### src/rtl/txser_pkg.sv
package txser_pkg;

  typedef enum logic [1:0] {
    FMT_SER  = 2'd0,
    FMT_NIB  = 2'd1,
    FMT_BYTE = 2'd2
  } fmt_e;

  typedef struct packed {
    fmt_e fmt;
    logic rloop;
    logic hub;
    logic lloop_req;
  } cfg_t;

endpackage

### src/rtl/txser_mode_ctrl.sv
module txser_mode_ctrl
  import txser_pkg::*;
#(
  parameter int WORD_W   = 8,
  parameter int NARROW_W = 4
) (
  input  logic clk_i,
  input  logic rst_ni,
  input  cfg_t cfg_d_i,
  output cfg_t cfg_o,
  output logic last_o,
  output logic div_o,
  output logic ref_o,
  output logic ll_o
);

  localparam int LEN_W = $clog2(WORD_W) + 1;

  localparam cfg_t CFG_RST = '{fmt: FMT_SER, rloop: 1'b0, hub: 1'b0, lloop_req: 1'b0};

  function automatic logic [LEN_W-1:0] len_of(cfg_t c);
    if (c.rloop || c.fmt == FMT_SER) return LEN_W'(1);
    else if (c.fmt == FMT_BYTE)      return LEN_W'(WORD_W);
    else                             return LEN_W'(NARROW_W);
  endfunction

  function automatic logic is_par(cfg_t c);
    return (c.fmt != FMT_SER) && !c.rloop;
  endfunction

  cfg_t             cfg_q;
  logic [LEN_W-1:0] cnt_q;
  logic [LEN_W-1:0] len_q;
  logic [LEN_W-1:0] cnt_inc;
  logic             div_q, ref_q, ll_q;

  assign len_q   = len_of(cfg_q);
  assign cnt_inc = cnt_q + LEN_W'(1);
  assign last_o  = (cnt_inc == len_q);

  always_ff @(posedge clk_i or negedge rst_ni) begin
    if (!rst_ni) begin
      cfg_q <= CFG_RST;
      cnt_q <= '0;
      div_q <= 1'b0;
      ref_q <= 1'b0;
      ll_q  <= 1'b0;
    end else if (last_o) begin
      cfg_q <= cfg_d_i;
      cnt_q <= '0;
      div_q <= is_par(cfg_d_i);
      ref_q <= cfg_d_i.rloop || !cfg_d_i.hub;
      ll_q  <= cfg_d_i.lloop_req && cfg_d_i.hub && !cfg_d_i.rloop;
    end else begin
      cnt_q <= cnt_inc;
      div_q <= is_par(cfg_q) && (cnt_inc < (len_q >> 1));
    end
  end

  assign cfg_o = cfg_q;
  assign div_o = div_q;
  assign ref_o = ref_q;
  assign ll_o  = ll_q;

endmodule

### src/rtl/txser_word_mux.sv
module txser_word_mux
  import txser_pkg::*;
#(
  parameter int WORD_W   = 8,
  parameter int NARROW_W = 4
) (
  input  cfg_t              cfg_i,
  input  logic              ser_data_i,
  input  logic [WORD_W-1:0] par_data_i,
  input  logic              rx_data_i,
  output logic [WORD_W-1:0] word_o
);

  localparam int PAD_W = WORD_W - NARROW_W;

  logic [WORD_W-1:0] nib_word;
  logic [WORD_W-1:0] ser_word;
  logic [WORD_W-1:0] rx_word;

  // narrow word is left-aligned so its MSB leaves first
  generate
    if (PAD_W > 0) begin : g_pad
      assign nib_word = {par_data_i[NARROW_W-1:0], {PAD_W{1'b0}}};
    end else begin : g_nopad
      assign nib_word = par_data_i;
    end
  endgenerate

  assign ser_word = {ser_data_i, {(WORD_W-1){1'b0}}};
  assign rx_word  = {rx_data_i,  {(WORD_W-1){1'b0}}};

  always_comb begin
    if (cfg_i.rloop) begin
      word_o = rx_word;
    end else begin
      unique case (cfg_i.fmt)
        FMT_BYTE: word_o = par_data_i;
        FMT_NIB:  word_o = nib_word;
        default:  word_o = ser_word;
      endcase
    end
  end

endmodule

### src/rtl/txser_shifter.sv
module txser_shifter #(
  parameter int WORD_W = 8
) (
  input  logic              clk_i,
  input  logic              rst_ni,
  input  logic              load_i,
  input  logic [WORD_W-1:0] word_i,
  output logic              line_o
);

  logic [WORD_W-1:0] sh_q;

  always_ff @(posedge clk_i or negedge rst_ni) begin
    if (!rst_ni)     sh_q <= '0;
    else if (load_i) sh_q <= word_i;
    else             sh_q <= {sh_q[WORD_W-2:0], 1'b0};
  end

  assign line_o = sh_q[WORD_W-1];

endmodule

### src/rtl/txser_top.sv
module txser_top
  import txser_pkg::*;
#(
  parameter int WORD_W   = 8,
  parameter int NARROW_W = 4
) (
  input  logic              clk_i,
  input  logic              rst_ni,
  input  logic              par_sel_i,
  input  logic              wide_sel_i,
  input  logic              rloop_i,
  input  logic              hub_sel_i,
  input  logic              lloop_req_i,
  input  logic              ser_data_i,
  input  logic [WORD_W-1:0] par_data_i,
  input  logic              rx_data_i,
  output logic              line_o,
  output logic              tx_clk_o,
  output logic              ref_recov_o,
  output logic              lloop_en_o
);

  cfg_t              cfg_d, cfg_w;
  logic              last_w, div_w, fast_w;
  logic [WORD_W-1:0] word_w;

  always_comb begin
    cfg_d.fmt       = !par_sel_i ? FMT_SER : (wide_sel_i ? FMT_BYTE : FMT_NIB);
    cfg_d.rloop     = rloop_i;
    cfg_d.hub       = hub_sel_i;
    cfg_d.lloop_req = lloop_req_i;
  end

  txser_mode_ctrl #(.WORD_W(WORD_W), .NARROW_W(NARROW_W)) u_ctrl (
    .clk_i   (clk_i),
    .rst_ni  (rst_ni),
    .cfg_d_i (cfg_d),
    .cfg_o   (cfg_w),
    .last_o  (last_w),
    .div_o   (div_w),
    .ref_o   (ref_recov_o),
    .ll_o    (lloop_en_o)
  );

  txser_word_mux #(.WORD_W(WORD_W), .NARROW_W(NARROW_W)) u_mux (
    .cfg_i      (cfg_d),
    .ser_data_i (ser_data_i),
    .par_data_i (par_data_i),
    .rx_data_i  (rx_data_i),
    .word_o     (word_w)
  );

  txser_shifter #(.WORD_W(WORD_W)) u_shift (
    .clk_i  (clk_i),
    .rst_ni (rst_ni),
    .load_i (last_w),
    .word_i (word_w),
    .line_o (line_o)
  );

  // one-bit words use the bit clock itself as capture clock
  assign fast_w   = (cfg_w.fmt == FMT_SER) || cfg_w.rloop;
  assign tx_clk_o = fast_w ? clk_i : div_w;

endmodule

### config.mk
export PLATFORM = sky130hd
export DESIGN_NAME = txser_top
export DESIGN_NICKNAME = d
export VERILOG_FILES = /design/src/rtl/txser_pkg.sv /design/src/rtl/txser_mode_ctrl.sv /design/src/rtl/txser_word_mux.sv /design/src/rtl/txser_shifter.sv /design/src/rtl/txser_top.sv
export SDC_FILE = /design/constraint.sdc
export NUM_CORES = 1
export LEC_CHECK = 0
export BUFFER_PORTS_ARGS = -buffer_cell sky130_fd_sc_hd__clkbuf_2
export CAP_MARGIN = 20
export CORE_MARGIN = 3
export CORE_UTILIZATION = 54
export DETAILED_ROUTE_END_ITERATION = 12
export PLACE_DENSITY = 0.84
export SYNTH_ARGS = -nofsm -noshare
export SYNTH_HDL_FRONTEND = slang
export SYNTH_HIERARCHICAL = 1
export SYNTH_SLANG_ARGS = --single-unit
### constraint.sdc
create_clock -name clk_i -period 2.5 [get_ports clk_i]
set_input_delay 0.375 -clock clk_i [delete_from_list [all_inputs] [get_ports clk_i]]
set_output_delay 0.375 -clock clk_i [all_outputs]
set_load 0.01 [all_outputs]
=== Word level (Yosys, flattened, before mapping) ===
Cells that the tools add are included.

* Output and inout bits: 4
* Flip-flop bits (word level): 18
* Word-level logic and storage cells: 36
* Input bits: 17

* $add $sub $neg: 1
* $lt $le $gt $ge: 1
* Eq/ne operators: 4
* Mux-type cells: 10
* Reduce and logical (&&, ||, !) cells: 13

{| class="wikitable"
|+ Operators by type and width
! kind !! number
|-
| 2-to-1 mux 8 bit || 2
|-
| case mux 8 bit (2 select lines) || 1
|-
| 2-to-1 mux 4 bit || 3
|-
| logical AND 1 bit || 5
|-
| adder 4 x 1 -> 4 bit, second input constant || 1
|-
| equality test 2 bit, second input constant || 2
|-
| equality test 4 bit || 1
|-
| less-than comparator 4 x 3 -> 1 bit || 1
|-
| 2-to-1 mux 2 bit || 2
|-
| nonzero test 2 bit || 2
|-
| zero test 1 bit || 3
|-
| equality test 2 x 1 -> 1 bit, second input constant || 1
|-
| zero test 2 bit || 1
|-
| logical OR 1 bit || 2
|-
| 2-to-1 mux 1 bit || 2
|}

=== Longest topological paths before layout ===
Gate-level depths: netlist (run 1).

* Depth in word-level cells: 6
* Gate-level depth with buffers: 8
* Mapped depth without buffers: 8

=== Hierarchy ===
Netlist (run 1), hierarchy kept.

{| class="wikitable"
|+ By module, submodules not included
! module !! area an instance (um^2) !! seq. area each (um^2) !! cells an instance !! times used
|-
| txser_mode_ctrl || 655.6 || 300.3 || 61 || 1
|-
| txser_shifter || 324.1 || 200.2 || 17 || 1
|-
| txser_word_mux || 141.4 || 0.0 || 19 || 1
|-
| txser_top || 31.3 || 0.0 || 4 || 1
|}

==> qor.txt, run 1 <==
PWR
------------------------------------------------------------------------------------------------------
Highest ir drop seen on vdd .............................................................       785 uV
Power share of the sequential group .....................................................        33.3%
Int Pwr .................................................................................       849 uW
Leakage Power ...........................................................................  0.000632 uW
Switching part of the total .............................................................        39.6%
Combinational Power Share ...............................................................        45.7%
Pwr per Cell Area ....................................................................... 1110 nW/um^2
Clock share of power ....................................................................        20.9%
Switch Pwr ..............................................................................       557 uW
Pwr Total ...............................................................................      1410 uW

TIMING
------------------------------------------------------------------------------------------------------
Unrepaired setup endpoints after global routing .........................................        false
Worst-Margin Slew .......................................................................     0.459 ns
Post-Route Setup TNS ....................................................................         0 ns
Final Max Tran Viols ....................................................................            0
Maximum clock skew at final layout ......................................................   0.00669 ns
Max_slew headroom .......................................................................        69.4%
Final count of hold timing violations ...................................................            0
Setup violators final ...................................................................            0
Final hold slack ........................................................................     0.284 ns

FLOORPLANNING
------------------------------------------------------------------------------------------------------
Die Ht ..................................................................................      50.7 um
Ports ...................................................................................           21
Starting density of the core ............................................................        59.9%
Horizontal extent of the die ............................................................      50.7 um
Die Footprint ...........................................................................    2570 um^2
Number of core rows .....................................................................           15
Core outline area .......................................................................    1800 um^2

SYNTH
------------------------------------------------------------------------------------------------------
Synth Cell Area .........................................................................    1080 um^2
Total nets after synthesis ..............................................................          118
Yosys synthesis warning count ...........................................................            6
Mapped Avg Cell Area ....................................................................    11.1 um^2
Syn Inst Count ..........................................................................           97

GLOBAL ROUTE
------------------------------------------------------------------------------------------------------
First-pass GRT wire length ..............................................................      3.71 mm
Pin count of the biggest net entering global routing ....................................           19
Number of antenna violations at the first check in global routing .......................            0
Vias in the first global route ..........................................................          848
Total global-route track usage ..........................................................        19.8%
Global route overflow ...................................................................            0

SETUP PATH
------------------------------------------------------------------------------------------------------
Signal arrival time at the worst endpoint ...............................................      1.93 ns
Critical setup path kind ................................................................      clk2out
Largest fanout on the critical path .....................................................            2
Worst EP required .......................................................................      2.12 ns
Startpoint class of the critical path ...................................................   clock port
Nature of the critical path endpoint ....................................................  output port

ROUTING
------------------------------------------------------------------------------------------------------
Routed wire length per instance .........................................................      14.7 um
Number of violations reported at the end of detailed-routing iteration 0 ................           15
Overall routed net length ...............................................................      2.19 mm
Final ANT Viol Nets .....................................................................            0
Drt drc .................................................................................            0
Length of the first detailed-routing pass in iterations .................................            4
Via count ...............................................................................          786
Avg Vias per Cell .......................................................................         5.28

CLOCK TREE
------------------------------------------------------------------------------------------------------
Hold buffer count at cts ................................................................            1
CTS tree ................................................................................         done
Buffers inserted by post-CTS timing repair ..............................................            0
Clock network latency to the later pin of the worst-skew pair ...........................      0.40 ns
Clock transition at the register clock pins on the worst setup and hold paths after CTS .      0.09 ns
Post-cts gate resize count ..............................................................            0

LAYOUT
------------------------------------------------------------------------------------------------------
Share of cells above drive strength 1 ...................................................        43.5%
Filler cell count in the final layout ...................................................          155
Antenna cells ...........................................................................            0
Layout Area Growth over Synthesis .......................................................        17.8%
Post-layout nets ........................................................................          146

JOB
------------------------------------------------------------------------------------------------------
Count of max-cap constraint violations ..................................................            0

PLACEMENT
------------------------------------------------------------------------------------------------------
Count of input and output buffers .......................................................           20
DP Wirelength ...........................................................................      1.75 mm
Placer's final routability congestion estimate ..........................................        0.815

RUN STATUS
------------------------------------------------------------------------------------------------------
Result of the run .......................................................................    completed

WORST HOLD PATH
------------------------------------------------------------------------------------------------------
Worst min-delay path category ...........................................................       in2reg

## final timing paths
| kind | startpoint | slack (ns) | cells after the start | endpoint |
|---|---|---|---|---|
| worst max-delay path | clk_i | 0.20 | 4 | tx_clk_o |
| worst min-delay path | hub_sel_i | 0.28 | 3 | u_ctrl/ref_o |
| worst max register to register | u_ctrl/cnt_q[0] | 0.28 | 7 | u_shift/sh_q[2] |
| worst min register to register | u_shift/sh_q[1] | 0.50 | 1 | u_shift/sh_q[2] |
| max in group asynchronous | rst_ni | 1.74 | 2 | u_shift/sh_q[3] |
| min in group asynchronous | rst_ni | 0.44 | 2 | u_ctrl/cfg_o[2] |
## cell type report
class / instances / area (um^2) / share of cell area, %
sequential: 18 / 450 / 35.4
inverter: 7 / 26.3 / 2.06
clock buffer: 8 / 63.8 / 5.01
multi-input combinational: 70 / 588 / 46.2
timing repair buffer: 21 / 113 / 8.85
tap: 25 / 31.3 / 2.46
## per-layer routing
layer | part of all wire [%] | wire length, um | global-route usage [%] | vias up
met5 | 0 | 0 | 0 | -
met4 | 0.96 | 21 | 8.07 | 0
met3 | 4.0 | 88 | 8.61 | 2
met2 | 51 | 1100 | 31.5 | 21
met1 | 44 | 970 | 23.3 | 369
li1 | - | - | - | 394
## power by group through the flow
stage,Combinational [uW],Sequential (uW),Clock (uW)
floorplan,529,459,26.5
global placement,625,463,41.9
detailed placement,642,470,41.9
CTS,641,469,304
global route,710,483,320
finish,643,469,294
## layout by cell type, fill, tap and decap left out, types with 2 or more instances in the layout
| master | count |
|---|---|
| inv_1 | 6 |
| dfrtp_1 | 18 |
| a22oi_1 | 3 |
| and2_2 | 2 |
| mux2_4 | 7 |
| o21bai_1 | 2 |
| ha_1 | 4 |
| nor2_1 | 2 |
| clkbuf_2 | 20 |
| mux2_2 | 4 |
| nor2b_1 | 3 |
| o21ai_0 | 3 |
| clkbuf_4 | 6 |
| a21oi_1 | 2 |
| nor3_1 | 6 |
| nand2_1 | 6 |
| and3_2 | 4 |
| xnor2_1 | 4 |
| nor2_2 | 2 |
## worst max-delay path: stages
cell and delay, ns:
clkbuf_4 0.11, clkbuf_4 0.12, mux2_1 0.31, clkbuf_2 0.14
## registers in the layout (all words and copies together), names as in the netlist
register and flops:
u_shift/sh_q 8, u_ctrl/cnt_q 4, u_ctrl/cfg_o 3, u_ctrl/div_o 1
u_ctrl/ll_o 1, u_ctrl/ref_o 1
## through the flow
| step | setup slack, ns | util (%) | instances | area (um^2) |
|---|---|---|---|---|
| 3_5_place_dp | 0.314 | 66.8 | 141 | 1200 |
| 3_3_place_gp | 0.406 | 66.8 | 141 | 1200 |
| 4_1_cts | 0.178 | 70.6 | 149 | 1270 |
| 6_report | 0.199 | 70.6 | 149 | 1270 |
| 2_1_floorplan | 0.550 | - | 97 | 1080 |
| 5_1_grt | 0.166 | 70.6 | 149 | 1270 |
(Power assumes the default switching activity.)
==> run 2, diff against run 1 <==
- CORE_MARGIN: 3 -> unset
==> run 2 against run 1 <==
Against the previous run: sequential power shrank 2%; design area is the same; clock power is essentially flat; clock skew grew 0.0058 ns; sequential share of layout area is the same; utilization is the same; flip-flop and latch count is the same; largest power group unchanged; highest routed layer unchanged; total power grew 0.18%; register-to-register slack lost 0.02 ns; clock-buffer cell count is the same.
==> qor.txt, run 2 (same netlist as run 1, synthesis figures left out) <==
FLOORPLANNING
------------------------------------------------------------------------------------------------------
Core outline area .......................................................................    1800 um^2   unchanged
Die Ht ..................................................................................      46.7 um   -7.9%
Die Footprint ...........................................................................    2180 um^2   -15%
Number of core rows .....................................................................           15   unchanged
Ports ...................................................................................           21   unchanged
Horizontal extent of the die ............................................................      46.7 um   -7.9%
Starting density of the core ............................................................        59.9%   unchanged

GLOBAL ROUTE
------------------------------------------------------------------------------------------------------
First-pass GRT wire length ..............................................................      3.56 mm   -3.9%
Number of antenna violations at the first check in global routing .......................            0   unchanged
Total global-route track usage ..........................................................        24.8%   +4.9 points
Global route overflow ...................................................................            0   unchanged
Vias in the first global route ..........................................................          821   -3.2%
Pin count of the biggest net entering global routing ....................................           19   unchanged

SETUP PATH
------------------------------------------------------------------------------------------------------
Nature of the critical path endpoint ....................................................  output port
Setup slack of the worst register-to-register path ......................................      0.26 ns   -0.02 ns
Signal arrival time at the worst endpoint ...............................................      1.91 ns   -0.02 ns
Critical setup path kind ................................................................      clk2out
Worst R2R Path Depth ....................................................................            7   unchanged
Reg-to-reg startpoint ................................................................... u_ctrl/cnt_q[0]
Capture point of the worst reg-to-reg path .............................................. u_shift/sh_q[7]
CP cell instances ....................................................................... clkbuf_4 > clkbuf_4 > mux2_1 > clkbuf_2
Worst EP required .......................................................................      2.12 ns   about the same
Startpoint class of the critical path ...................................................   clock port
Slowest Stage Delay on Critical Path ....................................................      0.30 ns   about the same
Slowest-stage cell, CP ..................................................................       mux2_1
Largest fanout on the critical path .....................................................            2   unchanged
Most repeated library cell on the critical path .........................................     clkbuf_4
Cell family contributing the most delay on the critical path ............................ buffers and inverters
Worst Path Buf+Inv ......................................................................            3   unchanged

PWR
------------------------------------------------------------------------------------------------------
Clock share of power ....................................................................        21.1%   +0.2 points
Int Pwr .................................................................................       849 uW   about the same
Switching part of the total .............................................................        39.8%   +0.13 points
Pwr per Cell Area ....................................................................... 1110 nW/um^2   +0.18%
Leakage Power ...........................................................................  0.000632 uW   unchanged
Highest ir drop seen on vdd .............................................................       944 uV   +20%
Power share of the sequential group .....................................................        32.8%   -0.5 points
Switch Pwr ..............................................................................       560 uW   +0.50%
Combinational Power Share ...............................................................        46.2%   +0.5 points

WORST HOLD PATH
------------------------------------------------------------------------------------------------------
Startpoint of the most critical hold path ...............................................    hub_sel_i
Worst min-delay path category ...........................................................       in2reg
Worst hold path stage count .............................................................            3   unchanged
Hold endpoint ........................................................................... u_ctrl/ref_o

TIMING
------------------------------------------------------------------------------------------------------
Worst-Margin Slew .......................................................................     0.460 ns   +0.000438 ns
Final Max Tran Viols ....................................................................            0   unchanged
Max_slew headroom .......................................................................        69.3%   about the same
Setup violators final ...................................................................            0   unchanged
Unrepaired setup endpoints after global routing .........................................        false
Final count of hold timing violations ...................................................            0   unchanged
Final hold slack ........................................................................     0.278 ns   -0.00534 ns
Post-Route Setup TNS ....................................................................         0 ns   unchanged
Maximum clock skew at final layout ......................................................    0.0125 ns   +0.00580 ns

PLACEMENT
------------------------------------------------------------------------------------------------------
Count of input and output buffers .......................................................           20   unchanged
DP Wirelength ...........................................................................      1.68 mm   -3.5%
Instance area after placement ...........................................................    1200 um^2   unchanged
Placer's final routability congestion estimate ..........................................        0.840   +3.1%
Total placed cells including tap cells ..................................................          141   unchanged

ROUTING
------------------------------------------------------------------------------------------------------
Length of the first detailed-routing pass in iterations .................................            4   unchanged
Drt drc .................................................................................            0   unchanged
Final ANT Viol Nets .....................................................................            0   unchanged
Overall routed net length ...............................................................      2.20 mm   +0.59%
Via count ...............................................................................          843   +7.3%
Routed wire length per instance .........................................................      14.8 um   +0.59%
Number of violations reported at the end of detailed-routing iteration 0 ................           22   +7
Avg Vias per Cell .......................................................................         5.66   +7.3%

CLOCK TREE
------------------------------------------------------------------------------------------------------
Clock transition at the register clock pins on the worst setup and hold paths after CTS .      0.09 ns   about the same
Post-cts gate resize count ..............................................................            0   unchanged
CTS tree ................................................................................         done
Buffers inserted by post-CTS timing repair ..............................................            0   unchanged
Hold buffer count at cts ................................................................            1   unchanged
Clock network latency to the later pin of the worst-skew pair ...........................      0.41 ns   about the same

LAYOUT
------------------------------------------------------------------------------------------------------
Most used cells in the layout excluding fill and tap cells .............................. 20 x clkbuf_2, 18 x dfrtp_1, 7 x mux2_4
Post-route insts no fill ................................................................          149   unchanged
Final Util ..............................................................................        70.6%   unchanged
Filler cell count in the final layout ...................................................          151   -2.6%
Commonest non-fill, non-tap cell in the layout ..........................................     clkbuf_2
Post-layout nets ........................................................................          146   unchanged
Register with the most flip-flops ....................................................... u_shift/sh_q
Layout Area Growth over Synthesis .......................................................        17.8%   unchanged
Number of flip-flops in the largest register ............................................            8   unchanged
Antenna cells ...........................................................................            0   unchanged
Share of cells above drive strength 1 ...................................................        43.5%   unchanged
Final design instance area without fill .................................................    1270 um^2   unchanged

RUN STATUS
------------------------------------------------------------------------------------------------------
Result of the run .......................................................................    completed

JOB
------------------------------------------------------------------------------------------------------
Count of max-cap constraint violations ..................................................            0   unchanged

## run 2: cell counts in the layout (fill, tap and decap cells not counted)
No cell type changed its count.
## run 2: worst max path at each step
stage | cells past startpoint | startpoint | slack, ns | end
2_1_floorplan | 1 | clk_i | 0.55 | tx_clk_o
3_3_place_gp | 7 | u_ctrl/cnt_q[0] | 0.41 | u_shift/sh_q[4]
3_5_place_dp | 7 | u_ctrl/cnt_q[0] | 0.31 | u_shift/sh_q[4]
5_1_grt | 7 | u_ctrl/cnt_q[0] | 0.17 | u_shift/sh_q[1]
6_report | 4 | clk_i | 0.21 | tx_clk_o
4_1_cts | 4 | clk_i | 0.19 | tx_clk_o
## run 2: layout make-up
class	instances	area [um^2]	area share (%)
tap	25	31.3	2.46
inverter	7	26.3	2.06
sequential	18	450	35.4
clock buffer	8	63.8	5.01
timing repair buffer	21	113	8.85
multi-input combinational	70	588	46.2
## run 2: per-stage QoR
| step | power, uW | setup slack, ns |
|---|---|---|
| 2_1_floorplan | 1010 | 0.550 |
| 3_3_place_gp | 1130 | 0.406 |
| 3_5_place_dp | 1150 | 0.307 |
| 4_1_cts | 1420 | 0.192 |
| 5_1_grt | 1510 | 0.174 |
| 6_report | 1410 | 0.212 |
## run 2: worst min-delay path, delay by kind of cell
kind                   cells  cell delay, ns
multiplexers               1            0.13
buffers and inverters      1            0.09
AND/OR/NAND/NOR            1            0.05
## run 2: metal layers
layer / vias to the layer above / track usage [%] / share of wire [%]
li1: 401 / - / -
met1: 396 / 28.3 / 42
met2: 37 / 39.2 / 49
met3: 9 / 9.80 / 5.9
met4: 0 / 14.3 / 2.3
met5: - / 0 / 0
## run 2: power by group through the flow
stage	Combinational, uW	Clock [uW]	Sequential, uW
3_5_place_dp	647	41.9	466
4_1_cts	649	308	462
5_1_grt	709	325	478
2_1_floorplan	529	26.5	459
6_report	650	297	461
3_3_place_gp	624	41.9	463
